`src/rtl/gtmr_pkg.sv`:
```
package gtmr_pkg;

    typedef enum logic [1:0] {
        CS_INSTR = 2'b00,
        CS_SYS   = 2'b01,
        CS_EXT   = 2'b10,
        CS_NONE  = 2'b11
    } clk_src_e;

    typedef enum logic [1:0] {
        GS_PIN   = 2'b00,
        GS_T0    = 2'b01,
        GS_T2    = 2'b10,
        GS_PIN_B = 2'b11
    } gate_src_e;

    typedef enum logic [1:0] {
        SP_IDLE  = 2'b00,
        SP_ARMED = 2'b01,
        SP_PULSE = 2'b10
    } sp_state_e;

endpackage

```
`src/rtl/gtmr_sync.sv`:
```
module gtmr_sync #(
    parameter int STAGES = 2
) (
    input  logic              clk,
    input  logic              rst_n,
    input  logic              d,
    output logic [STAGES-1:0] taps
);
    for (genvar i = 0; i < STAGES; i++) begin : g_stage
        if (i == 0) begin : g_first
            always_ff @(posedge clk or negedge rst_n) begin
                if (!rst_n) taps[0] <= 1'b0;
                else        taps[0] <= d;
            end
        end else begin : g_next
            always_ff @(posedge clk or negedge rst_n) begin
                if (!rst_n) taps[i] <= 1'b0;
                else        taps[i] <= taps[i-1];
            end
        end
    end
endmodule

```
`src/rtl/gtmr_tick.sv`:
```
module gtmr_tick
    import gtmr_pkg::*;
#(
    parameter int PS_W   = 2,
    parameter int SYNC_N = 2
) (
    input  logic            clk,
    input  logic            rst_n,
    input  logic            en,
    input  logic            run,
    input  logic [1:0]      clk_sel,
    input  logic [PS_W-1:0] pre_sel,
    input  logic            ext_sync,
    input  logic            ext_clk,
    input  logic            clr,
    output logic            cnt_tick
);
    localparam int PC_W  = (1 << PS_W) - 1;
    localparam int DIV_W = 2;

    logic [SYNC_N-1:0] ext_taps;
    logic              ext_s, ext_q, armed;
    logic              ext_rise, ext_fall, ext_tick;
    logic [DIV_W-1:0]  div_q;
    logic              src_tick, pre_in;
    logic [PC_W-1:0]   pcnt, lim;

    gtmr_sync #(.STAGES(SYNC_N)) u_ext_sync (
        .clk  (clk),
        .rst_n(rst_n),
        .d    (ext_clk),
        .taps (ext_taps)
    );

    assign ext_s    = ext_sync ? ext_taps[SYNC_N-1] : ext_taps[0];
    assign ext_rise = ext_s & ~ext_q;
    assign ext_fall = ~ext_s & ext_q;
    assign ext_tick = ext_rise & armed;

    always_ff @(posedge clk or negedge rst_n) begin
        if (!rst_n) begin
            ext_q <= 1'b0;
            armed <= 1'b0;
        end else begin
            ext_q <= ext_s;
            if (!en)          armed <= 1'b0;
            else if (ext_fall) armed <= 1'b1;
        end
    end

    always_ff @(posedge clk or negedge rst_n) begin
        if (!rst_n)   div_q <= '0;
        else if (clr) div_q <= '0;
        else if (run) div_q <= div_q + 1'b1;
    end

    always_comb begin
        unique case (clk_src_e'(clk_sel))
            CS_INSTR: src_tick = (div_q == {DIV_W{1'b1}});
            CS_SYS:   src_tick = 1'b1;
            CS_EXT:   src_tick = ext_tick;
            CS_NONE:  src_tick = 1'b0;
        endcase
    end

    assign pre_in = src_tick & run;
    assign lim    = PC_W'(({{PC_W{1'b0}}, 1'b1} << pre_sel) - 1'b1);

    always_ff @(posedge clk or negedge rst_n) begin
        if (!rst_n)      pcnt <= '0;
        else if (clr)    pcnt <= '0;
        else if (pre_in) pcnt <= (pcnt >= lim) ? '0 : pcnt + 1'b1;
    end

    assign cnt_tick = pre_in & (pcnt >= lim) & ~clr;

    // after a prescaled tick the next enabled source tick cannot also emit
    p_prescale_gap_r4: assert property (@(posedge clk) disable iff (!rst_n)
        (cnt_tick && pre_sel != '0 && $stable(pre_sel)) |=> (!cnt_tick || !$stable(pre_sel) || clr));

    // no count from the external pin before a falling edge has armed it
    p_ext_arm_r3: assert property (@(posedge clk) disable iff (!rst_n)
        (clk_sel == 2'b10 && !armed && !ext_fall) |=> !cnt_tick);
endmodule

```
`src/rtl/gtmr_gate.sv`:
```
module gtmr_gate
    import gtmr_pkg::*;
#(
    parameter int SYNC_N = 2
) (
    input  logic       clk,
    input  logic       rst_n,
    input  logic       gate_pin,
    input  logic       t0_ovf,
    input  logic       t2_match,
    input  logic [1:0] gate_src,
    input  logic       gate_pol,
    input  logic       gate_tgl,
    input  logic       gate_spm,
    input  logic       gate_en,
    input  logic       go_set,
    output logic       window,
    output logic       open,
    output logic       gate_evt,
    output logic       busy
);
    logic [SYNC_N-1:0] pin_taps;
    logic              raw, g, g_q, g_rise, tflop, win_q, win_rise, win_fall;
    sp_state_e         state_q, state_d;

    gtmr_sync #(.STAGES(SYNC_N)) u_pin_sync (
        .clk  (clk),
        .rst_n(rst_n),
        .d    (gate_pin),
        .taps (pin_taps)
    );

    always_comb begin
        unique case (gate_src_e'(gate_src))
            GS_PIN, GS_PIN_B: raw = pin_taps[SYNC_N-1];
            GS_T0:            raw = t0_ovf;
            GS_T2:            raw = t2_match;
        endcase
    end

    assign g        = raw ^ gate_pol;
    assign g_rise   = g & ~g_q;
    assign window   = gate_tgl ? tflop : g;
    assign win_rise = window & ~win_q;
    assign win_fall = ~window & win_q;

    always_ff @(posedge clk or negedge rst_n) begin
        if (!rst_n) begin
            g_q   <= 1'b0;
            tflop <= 1'b0;
            win_q <= 1'b0;
        end else begin
            g_q   <= g;
            win_q <= window;
            if (!gate_tgl)   tflop <= 1'b0;
            else if (g_rise) tflop <= ~tflop;
        end
    end

    // state register
    always_ff @(posedge clk or negedge rst_n) begin
        if (!rst_n) state_q <= SP_IDLE;
        else        state_q <= state_d;
    end

    // next state
    always_comb begin
        state_d = state_q;
        unique case (state_q)
            SP_IDLE:  if (gate_spm && gate_en && go_set) state_d = SP_ARMED;
            SP_ARMED: if (!gate_spm || !gate_en)         state_d = SP_IDLE;
                      else if (win_rise)                 state_d = SP_PULSE;
            SP_PULSE: if (!gate_spm || !gate_en || win_fall) state_d = SP_IDLE;
            default:  state_d = SP_IDLE;
        endcase
    end

    // outputs
    always_comb begin
        busy     = (state_q != SP_IDLE);
        open     = 1'b1;
        gate_evt = 1'b0;
        if (gate_en) begin
            if (gate_spm) begin
                open     = window & ((state_q == SP_PULSE) | ((state_q == SP_ARMED) & win_rise));
                gate_evt = win_fall & (state_q == SP_PULSE);
            end else begin
                open     = window;
                gate_evt = win_fall;
            end
        end
    end

    // completion of an acquisition returns the machine to DONE
    p_done_on_fall_r12: assert property (@(posedge clk) disable iff (!rst_n)
        (state_q == SP_PULSE && win_fall) |=> (state_q == SP_IDLE));

    // GO cannot stay pending outside single-pulse mode
    p_idle_without_spm_r12: assert property (@(posedge clk) disable iff (!rst_n)
        (!gate_spm) |=> (state_q == SP_IDLE));
endmodule

```
`src/rtl/gated_timer16.sv`:
```
module gated_timer16
    import gtmr_pkg::*;
#(
    parameter int CNT_W  = 16,
    parameter int PS_W   = 2,
    parameter int SYNC_N = 2
) (
    input  logic        clk,
    input  logic        rst_n,
    input  logic        en,
    input  logic [1:0]  clk_sel,
    input  logic [1:0]  pre_sel,
    input  logic        ext_sync,
    input  logic        ext_clk,
    input  logic        gate_pin,
    input  logic        t0_ovf,
    input  logic        t2_match,
    input  logic        gate_en,
    input  logic        gate_pol,
    input  logic        gate_tgl,
    input  logic        gate_spm,
    input  logic [1:0]  gate_src,
    input  logic        go_set,
    input  logic        wr_en,
    input  logic        wr_hi,
    input  logic [7:0]  wr_data,
    input  logic        ovf_clr,
    input  logic        gif_clr,
    output logic [15:0] count,
    output logic        ovf_flag,
    output logic        gate_flag,
    output logic        gate_level,
    output logic        go_busy
);
    localparam int BYTE_W = 8;
    localparam logic [CNT_W-1:0] CNT_MAX = {CNT_W{1'b1}};

    logic             open, gate_evt, cnt_tick, run;
    logic [CNT_W-1:0] cnt_q;

    gtmr_gate #(.SYNC_N(SYNC_N)) u_gate (
        .clk     (clk),
        .rst_n   (rst_n),
        .gate_pin(gate_pin),
        .t0_ovf  (t0_ovf),
        .t2_match(t2_match),
        .gate_src(gate_src),
        .gate_pol(gate_pol),
        .gate_tgl(gate_tgl),
        .gate_spm(gate_spm),
        .gate_en (gate_en),
        .go_set  (go_set),
        .window  (gate_level),
        .open    (open),
        .gate_evt(gate_evt),
        .busy    (go_busy)
    );

    assign run = en & open;

    gtmr_tick #(.PS_W(PS_W), .SYNC_N(SYNC_N)) u_tick (
        .clk     (clk),
        .rst_n   (rst_n),
        .en      (en),
        .run     (run),
        .clk_sel (clk_sel),
        .pre_sel (pre_sel[PS_W-1:0]),
        .ext_sync(ext_sync),
        .ext_clk (ext_clk),
        .clr     (wr_en),
        .cnt_tick(cnt_tick)
    );

    always_ff @(posedge clk or negedge rst_n) begin
        if (!rst_n) begin
            cnt_q <= '0;
        end else if (wr_en) begin
            if (wr_hi) cnt_q[2*BYTE_W-1:BYTE_W] <= wr_data;
            else       cnt_q[BYTE_W-1:0]        <= wr_data;
        end else if (cnt_tick) begin
            cnt_q <= cnt_q + 1'b1;
        end
    end

    always_ff @(posedge clk or negedge rst_n) begin
        if (!rst_n) begin
            ovf_flag  <= 1'b0;
            gate_flag <= 1'b0;
        end else begin
            if (cnt_tick && !wr_en && cnt_q == CNT_MAX) ovf_flag <= 1'b1;
            else if (ovf_clr)                           ovf_flag <= 1'b0;
            if (gate_evt)     gate_flag <= 1'b1;
            else if (gif_clr) gate_flag <= 1'b0;
        end
    end

    assign count = cnt_q[15:0];

    // a wrap raises the overflow flag and leaves zero
    p_wrap_flag_r8: assert property (@(posedge clk) disable iff (!rst_n)
        (cnt_tick && !wr_en && count == 16'hFFFF) |=> (ovf_flag && count == 16'h0000));

    // disabled counter holds
    p_hold_off_r6: assert property (@(posedge clk) disable iff (!rst_n)
        (!en && !wr_en) |=> $stable(count));

    // a closed gate window blocks every prescaled tick
    p_gate_blocks_r9: assert property (@(posedge clk) disable iff (!rst_n)
        (gate_en && !gate_level) |-> !cnt_tick);
endmodule

```
`config.mk`:
```
export PLATFORM = sky130hd
export DESIGN_NAME = gated_timer16
export DESIGN_NICKNAME = d
export VERILOG_FILES = /design/src/rtl/gtmr_pkg.sv /design/src/rtl/gtmr_sync.sv /design/src/rtl/gtmr_tick.sv /design/src/rtl/gtmr_gate.sv /design/src/rtl/gated_timer16.sv
export SDC_FILE = /design/constraint.sdc
export NUM_CORES = 1
export LEC_CHECK = 0
export CORE_UTILIZATION = 51
export CTS_BUF_LIST = sky130_fd_sc_hd__clkbuf_2
export CTS_CLUSTER_SIZE = 30
export DETAILED_ROUTE_END_ITERATION = 8
export GPL_ROUTABILITY_DRIVEN = 0
export PLACE_DENSITY_LB_ADDON = 0.15
export SYNTH_ARGS = -nofsm -noshare
export SYNTH_HDL_FRONTEND = slang
export SYNTH_HIERARCHICAL = 1
export SYNTH_SLANG_ARGS = --single-unit
```
`constraint.sdc`:
```
create_clock -name clk -period 2.6 [get_ports clk]
set_input_delay 0.52 -clock clk [delete_from_list [all_inputs] [get_ports clk]]
set_output_delay 0.52 -clock clk [all_outputs]
set_load 0.005 [all_outputs]
```
# After elaboration in Yosys (flattened, before gate mapping)
# Index checks and enable logic that the tools add are counted.
[totals]
register_bits = 34
inputBits = 31
out_inout_bits = 20
[op_classes]
n_addsub = 4
n_lt_le_gt_ge = 1
n_eq_ne = 17
n_shift = 1
mux = 30
n_bitwise = 22
reduce_logical = 22
[ops]
columns = ["operator", "count"]
rows = [
  ["$mux W16", 2],
  ["$add A16 B1 Y16 const B", 1],
  ["$eq A16 B16 Y1 const B", 1],
  ["$mux W8", 2],
  ["$mux W1", 14],
  ["$and A1 B1 Y1", 13],
  ["$eq A2 B2 Y1 const B", 6],
  ["$mux W2", 6],
  ["$reduce_bool A2 Y1", 6],
  ["$ne A2 B1 Y1 const B", 5],
  ["$mux W3", 3],
  ["$not A1 Y1", 7],
  ["$eq A2 B1 Y1 const B", 3],
  ["$logic_not A2 Y1", 3],
  ["$pmux W2 S3", 1],
  ["$logic_and A1 B1 Y1", 4],
  ["$pmux W1 S4", 1],
  ["$reduce_and A2 Y1", 2],
  ["$add A3 B1 Y3 const B", 1],
  ["$ge A3 B3 Y1", 1],
  ["$logic_not A1 Y1", 3],
  ["$ne A3 B1 Y1 const B", 1],
  ["$pmux W1 S3", 1],
  ["$reduce_and A3 Y1", 1],
  ["8 further kinds", 9],
]

# Logic depth before layout (Yosys ltp)
[logic_depth]
ltp_word = 18
depth_mapped = 14
ltp_nobuf = 13

# Modules after synthesis
# Netlist, hierarchy kept.
[by_module_without_submodules]
columns = ["mod", "instances", "cells_each", "area_each_um2", "seq_area_each_um2"]
rows = [
  ["gated_timer16", 1, 129, 1137.3, 450.4],
  ["gtmr_tick", 1, 47, 465.4, 175.2],
  ["gtmr_gate", 1, 44, 389.1, 125.1],
  ["gtmr_sync", 2, 2, 50.0, 50.0],
]

# Least setup slack after synthesis
# No wires, ideal clock.
[synth_timing]
kind = "input -> register"
start = "input gate_src[0]"
end = "register cnt_q[15] (netlist: count[15])"
setup_time_ns = 0.124
t_arrival_ns = 2.776
t_required_ns = 2.476
path_slack_ns = -0.300
path_stages = 13
path_buffers = 0
path_cell_list = "inv_1 > ha_1 > a22oi_4 > mux2i_1 > nand4_1 > o21ai_1 > and2_1 > nand3_1 > nor2_1 > and4b_1 > nand4_1 > o31a_1 > o31a_1"
[synth_between]
elab_chain_cells = 17
[synth_lines]
columns = ["item", "line_no", "text"]
rows = [
  ["from (decl)", "gated_timer16.sv:22", "input logic [1:0] gate_src,"],
  ["$eq A2 B2 Y1 / $logic_not A2 Y1 (equally long branches)", "gtmr_gate.sv:34", "unique case (gate_src_e'(gate_src))"],
  ["$reduce_or A2 Y1", "gtmr_gate.sv:34", ""],
  ["$pmux W1 S3 (*)", "gtmr_gate.sv:34", ""],
  ["$xor A1 B1 Y1 (*)", "gtmr_gate.sv:41", "assign g = raw ^ gate_pol;"],
  ["$mux W1 (*)", "gtmr_gate.sv:43", "assign window = gate_tgl ? tflop : g;"],
  ["$and A1 B1 Y1", "gtmr_gate.sv:44", "assign win_rise = window & ~win_q;"],
  ["$and A1 B1 Y1", "gtmr_gate.sv:85", "open = window & ((state_q == SP_PULSE) | ((state_q == SP_ARMED) & win_rise));"],
  ["$or A1 B1 Y1", "gtmr_gate.sv:85", ""],
  ["[3 not listed]", "--", ""],
  ["via open", "gated_timer16.sv:38", "logic open, gate_evt, cnt_tick, run;"],
  ["$and A1 B1 Y1 (*)", "gated_timer16.sv:59", "assign run = en & open;"],
  ["via run", "gated_timer16.sv:38", ""],
  ["$and A1 B1 Y1 (*)", "gtmr_tick.sv:66", "assign pre_in = src_tick & run;"],
  ["$and A1 B1 Y1 (*) (2 in a row)", "gtmr_tick.sv:75", "assign cnt_tick = pre_in & (pcnt >= lim) & ~clr;"],
  ["via cnt_tick", "gated_timer16.sv:38", ""],
  ["$reduce_bool A2 Y1 (no source line) (*)", "--", ""],
  ["$reduce_and A2 Y1 (no source line) (*)", "--", ""],
  ["to (signal, indexed assignment)", "gated_timer16.sv:78", "if (wr_hi) cnt_q[2*BYTE_W-1:BYTE_W] <= wr_data;"],
  ["to (signal, indexed assignment)", "gated_timer16.sv:79", "else cnt_q[BYTE_W-1:0] <= wr_data;"],
  ["to (signal assigned)", "gated_timer16.sv:81", "cnt_q <= cnt_q + 1'b1;"],
  ["to (decl)", "gated_timer16.sv:39", "logic [CNT_W-1:0] cnt_q;"],
]
# Mark *: on every way through the listed nets, which the timed path passes. The rest lies on a longest branch.
# A chain may end at the register's enable or synchronous reset.

# Worst setup path in the final report
[layout_timing]
start = "input gate_src[0]"
end = "register cnt_q[14] (netlist: count[14])"
# Same word-level chain as after synthesis.

==> impl_results.md <==
- Status: finished, final reports clean
- Fillers: 259
- FFs w/ async S/R, synth: 100.0%
- Final Setup Violations: 0
- Fin Clk Skew: 0.01699 ns
- Vias in the first global route: 1988
- Tightest Pin Transition: 0.4342 ns
- Layout cell share with drive strength beyond 1: 21.57%
- CP Buf/Inv Count: 4
- Post-DP HPWL: 3.767 mm
- Leak Pwr: 1.345 nW
- Clock sink count: 34
- Pwr Total: 0.001294 W
- Pre-antenna DRT Iters: 7
- Design area: 3027 µm²
- Top cells by area, synth: dfrtp_1 41%, ha_1 4.8%, inv_1 3.4%
- Final hold violations: 0
- RSZ-0062 raised after global routing: true
- GRT Residual Overflow: 0
- CTS tree: built
- Most frequent cell on the critical path: nand4_1
- Post-synth EDFFs: 0
- Clock root cell: clkbuf_2
- Yosys top cell area share: 40.67%
- Max clock buf depth: 2
- CP Data Arrival Time: 2.79 ns
- Number of CTS-inserted buffers: 5
- Power Density: 427.5 nW/µm²
- #FFs+latches synth: 34
- Crit share post-route: 96.15%
- Crit. End Element: register
- Ant diodes: 0
- Ys Warns: 6
- Core area: 3799 µm²
- First-pass GRT wire length: 8.811 mm
- Post-layout util: 79.68%
- Post-Synthesis Mean Instance Area: 9.339 µm²
- Clk pin slew, worst setup/hold paths: 0.18 ns
- Die Wd: 66.05 µm
- Post-DP Area: 2867 µm²
- Main flop type after synthesis: dfrtp_1
- DIE HEIGHT: 66.05 µm
- Mapped cell area: 2092 µm²
- Critical path class: input port to register
- Rows: 22
- DRC: 0
- Sequential area share after synthesis: 40.67%
- Post-layout nets: 344
- Largest vdd supply drop: 0.3238 mV
- Routed WL: 5.381 mm
- IO Pins: 51
- WL/cell: 15.20 µm
- Area leader, netlist: dfrtp_1
- Die ar.: 4362 µm²
- Worst EP required: 2.89 ns
- Vias per cell: 5.706
- Slowest stage cell, crit path: mux2i_2
- Post-synth net total: 263
- Initial antenna violation count: 0
- Clock period minus worst slack: 2.500 ns
- Post-synthesis cell count: 224
- Max Clock Freq: 400.0 MHz
- H-Tree Depth: 2
- Total GRT Usage: 27.07%
- DRT iter0 DRCs: 103
- Pin count of the biggest net entering global routing: 35
- Distinct cells, synth: 57
- Final max-slew violation count: 0
- Clk Latency, worst-skew pair: 0.38 ns
- Via Count: 2020
- Worst path max stage delay: 0.26 ns
- Max-cap violations: 0
- Delay-heaviest family, CP: simple AND/OR/NAND/NOR gates
- Crit-path max FO: 3
- HP Class: register to register
- Antenna Nets Post-Route: 0
- Initial Util: 55.07%
- Port bufs: 50
- Headroom to the max-slew limit: 71.05%
- Cell Chain, Critical Path: buf_12 -> inv_12 -> ha_4 -> a22oi_4 -> mux2i_2 -> nand4_1 -> o21ai_1 -> and2_4 -> nand3_4 -> nor2_4 -> and4b_1 -> nand4_1 -> buf_4 -> buf_6 -> o211ai_1 -> nand3_1
- Crit start category: input port
- P&R area growth vs syn: 44.68%
==> registers in the layout, summed over array words and instances, names as in the netlist <==
signal / flops
u_gate/g_q: 1
u_tick/ext_q: 1
u_tick/u_ext_sync/taps: 2
u_tick/armed: 1
u_tick/pcnt: 3
u_gate/u_pin_sync/taps: 2
u_gate/win_q: 1
u_gate/tflop: 1
ovf_flag: 1
u_tick/div_q: 2
count: 16
gate_flag: 1
u_gate/state_q: 2
==> layout by cell type (no fill, tap or decap), drive strengths merged, types with 3 or more instances in the layout <==
cell           count
clkdlybuf4s50     43
dfrtp             34
buf               31
nor2              19
inv               19
nand2             17
a21oi             13
o21ai             10
nor3               9
ha                 8
nand3              8
mux2i              7
a211oi             6
clkbuf             6
nor2b              6
or2                5
nand4              4
o32ai              4
and2               4
a311oi             3
and3               3
xnor2              3
o22ai              3
nor4               3
==> cells by family (layout without fill, tap and decap cells) <==
| group | after synthesis | count (layout) | synth area share, % |
|---|---|---|---|
| adders and majority gates | 8 | 8 | 4.785 |
| AOI/OAI and AO/OA | 56 | 56 | 20.28 |
| and+or+nand+nor | 91 | 91 | 24.70 |
| muxes | 7 | 7 | 3.529 |
| DFF | 34 | 34 | 40.67 |
| xor gates and xnor gates | 4 | 4 | 1.675 |
| buffers and inverters | 24 | 106 | 4.366 |
==> per-stage QoR <==
stage | hold slack (ns) | setup TNS, ns | instances | worst slack, ns
after floorplan | 0.2244 | -0.1785 | 224 | -0.1449
after global placement | 0.3462 | -11.05 | 339 | -0.7766
after detailed placement | 0.3372 | -11.66 | 339 | -0.8316
after CTS | 0.3858 | -0.08332 | 356 | -0.06740
after global routing | 0.4029 | -0.1861 | 354 | -0.07462
final | 0.3865 | 0 | 354 | 0.1002
==> timing repair <==
action                                  4_1_cts  5_1_grt
endpoints found under the setup margin       16       17
resized for setup                            16       16
hold buffers                                  0        0
pin swaps                                     8       14
setup buffers                                 9        1
==> worst paths after layout <==
path / startpoint / end / slack [ns] / cells past startpoint
max reg2reg: u_gate/state_q[0] / count[14] / 0.37 / 12
min in group asynchronous: rst_n / gate_flag / 0.51 / 2
min reg2reg: u_gate/u_pin_sync/taps[0] / u_gate/u_pin_sync/taps[1] / 0.39 / 0
max: gate_src[0] / count[14] / 0.10 / 16
min: u_gate/u_pin_sync/taps[0] / u_gate/u_pin_sync/taps[1] / 0.39 / 0
max in group asynchronous: rst_n / count[12] / 1.77 / 2
==> worst register-to-register path: stages (launching register included) <==
cell and delay [ns]:
dfrtp_1 0.46, o21ai_0 0.23, nor2_1 0.07, o21ai_1 0.12, and2_4 0.18, nand3_4 0.08, nor2_4 0.09, and4b_1 0.21
nand4_1 0.16, buf_4 0.19, buf_6 0.10, o211ai_1 0.16, nand3_1 0.08
==> cell type report <==
type | instances | area, µm² | share of cell area, %
clock buffers | 6 | 30.03 | 0.9921
clock inverters | 2 | 8.758 | 0.2894
flip-flops and latches | 34 | 850.8 | 28.11
well taps | 48 | 60.06 | 1.984
multi-input cells | 166 | 1257 | 41.55
repair buffers | 79 | 735.7 | 24.31
inverters | 19 | 83.83 | 2.770
==> synth_stat cells, drive strengths merged (2+ instances only) <==
master,n
a211oi,6
a21o,2
a21oi,13
a22oi,2
a311oi,3
a41oi,2
and2,4
and3,3
clkbuf,4
dfrtp,34
ha,8
inv,19
mux2i,7
nand2,17
nand2b,2
nand3,8
nand3b,2
nand4,4
nor2,19
nor2b,6
nor3,9
nor3b,2
nor4,3
nor4b,2
o21ai,10
o21bai,2
o22ai,3
o31a,2
o32ai,4
or2,5
xnor2,3
==> power breakdown <==
part | internal [W] | total [W] | switching, W
clock network | 0.0000661 | 0.000244 | 0.000178
registers | 0.000579 | 0.000647 | 0.0000679
logic | 0.000225 | 0.000403 | 0.000178
total | 0.000870 | 0.00129 | 0.000424
==> metal layers <==
| metal | up-vias | GRT usage (%) | share of wire (%) |
|---|---|---|---|
| met3 | 14 | 4.310 | 5.1 |
| met2 | 65 | 47.19 | 50 |
| li1 | 983 | - | - |
| met4 | 0 | 10.37 | 2.3 |
| met5 | - | 0 | 0 |
| met1 | 958 | 33.30 | 43 |
Note: power is estimated with default switching activity, not from simulation.
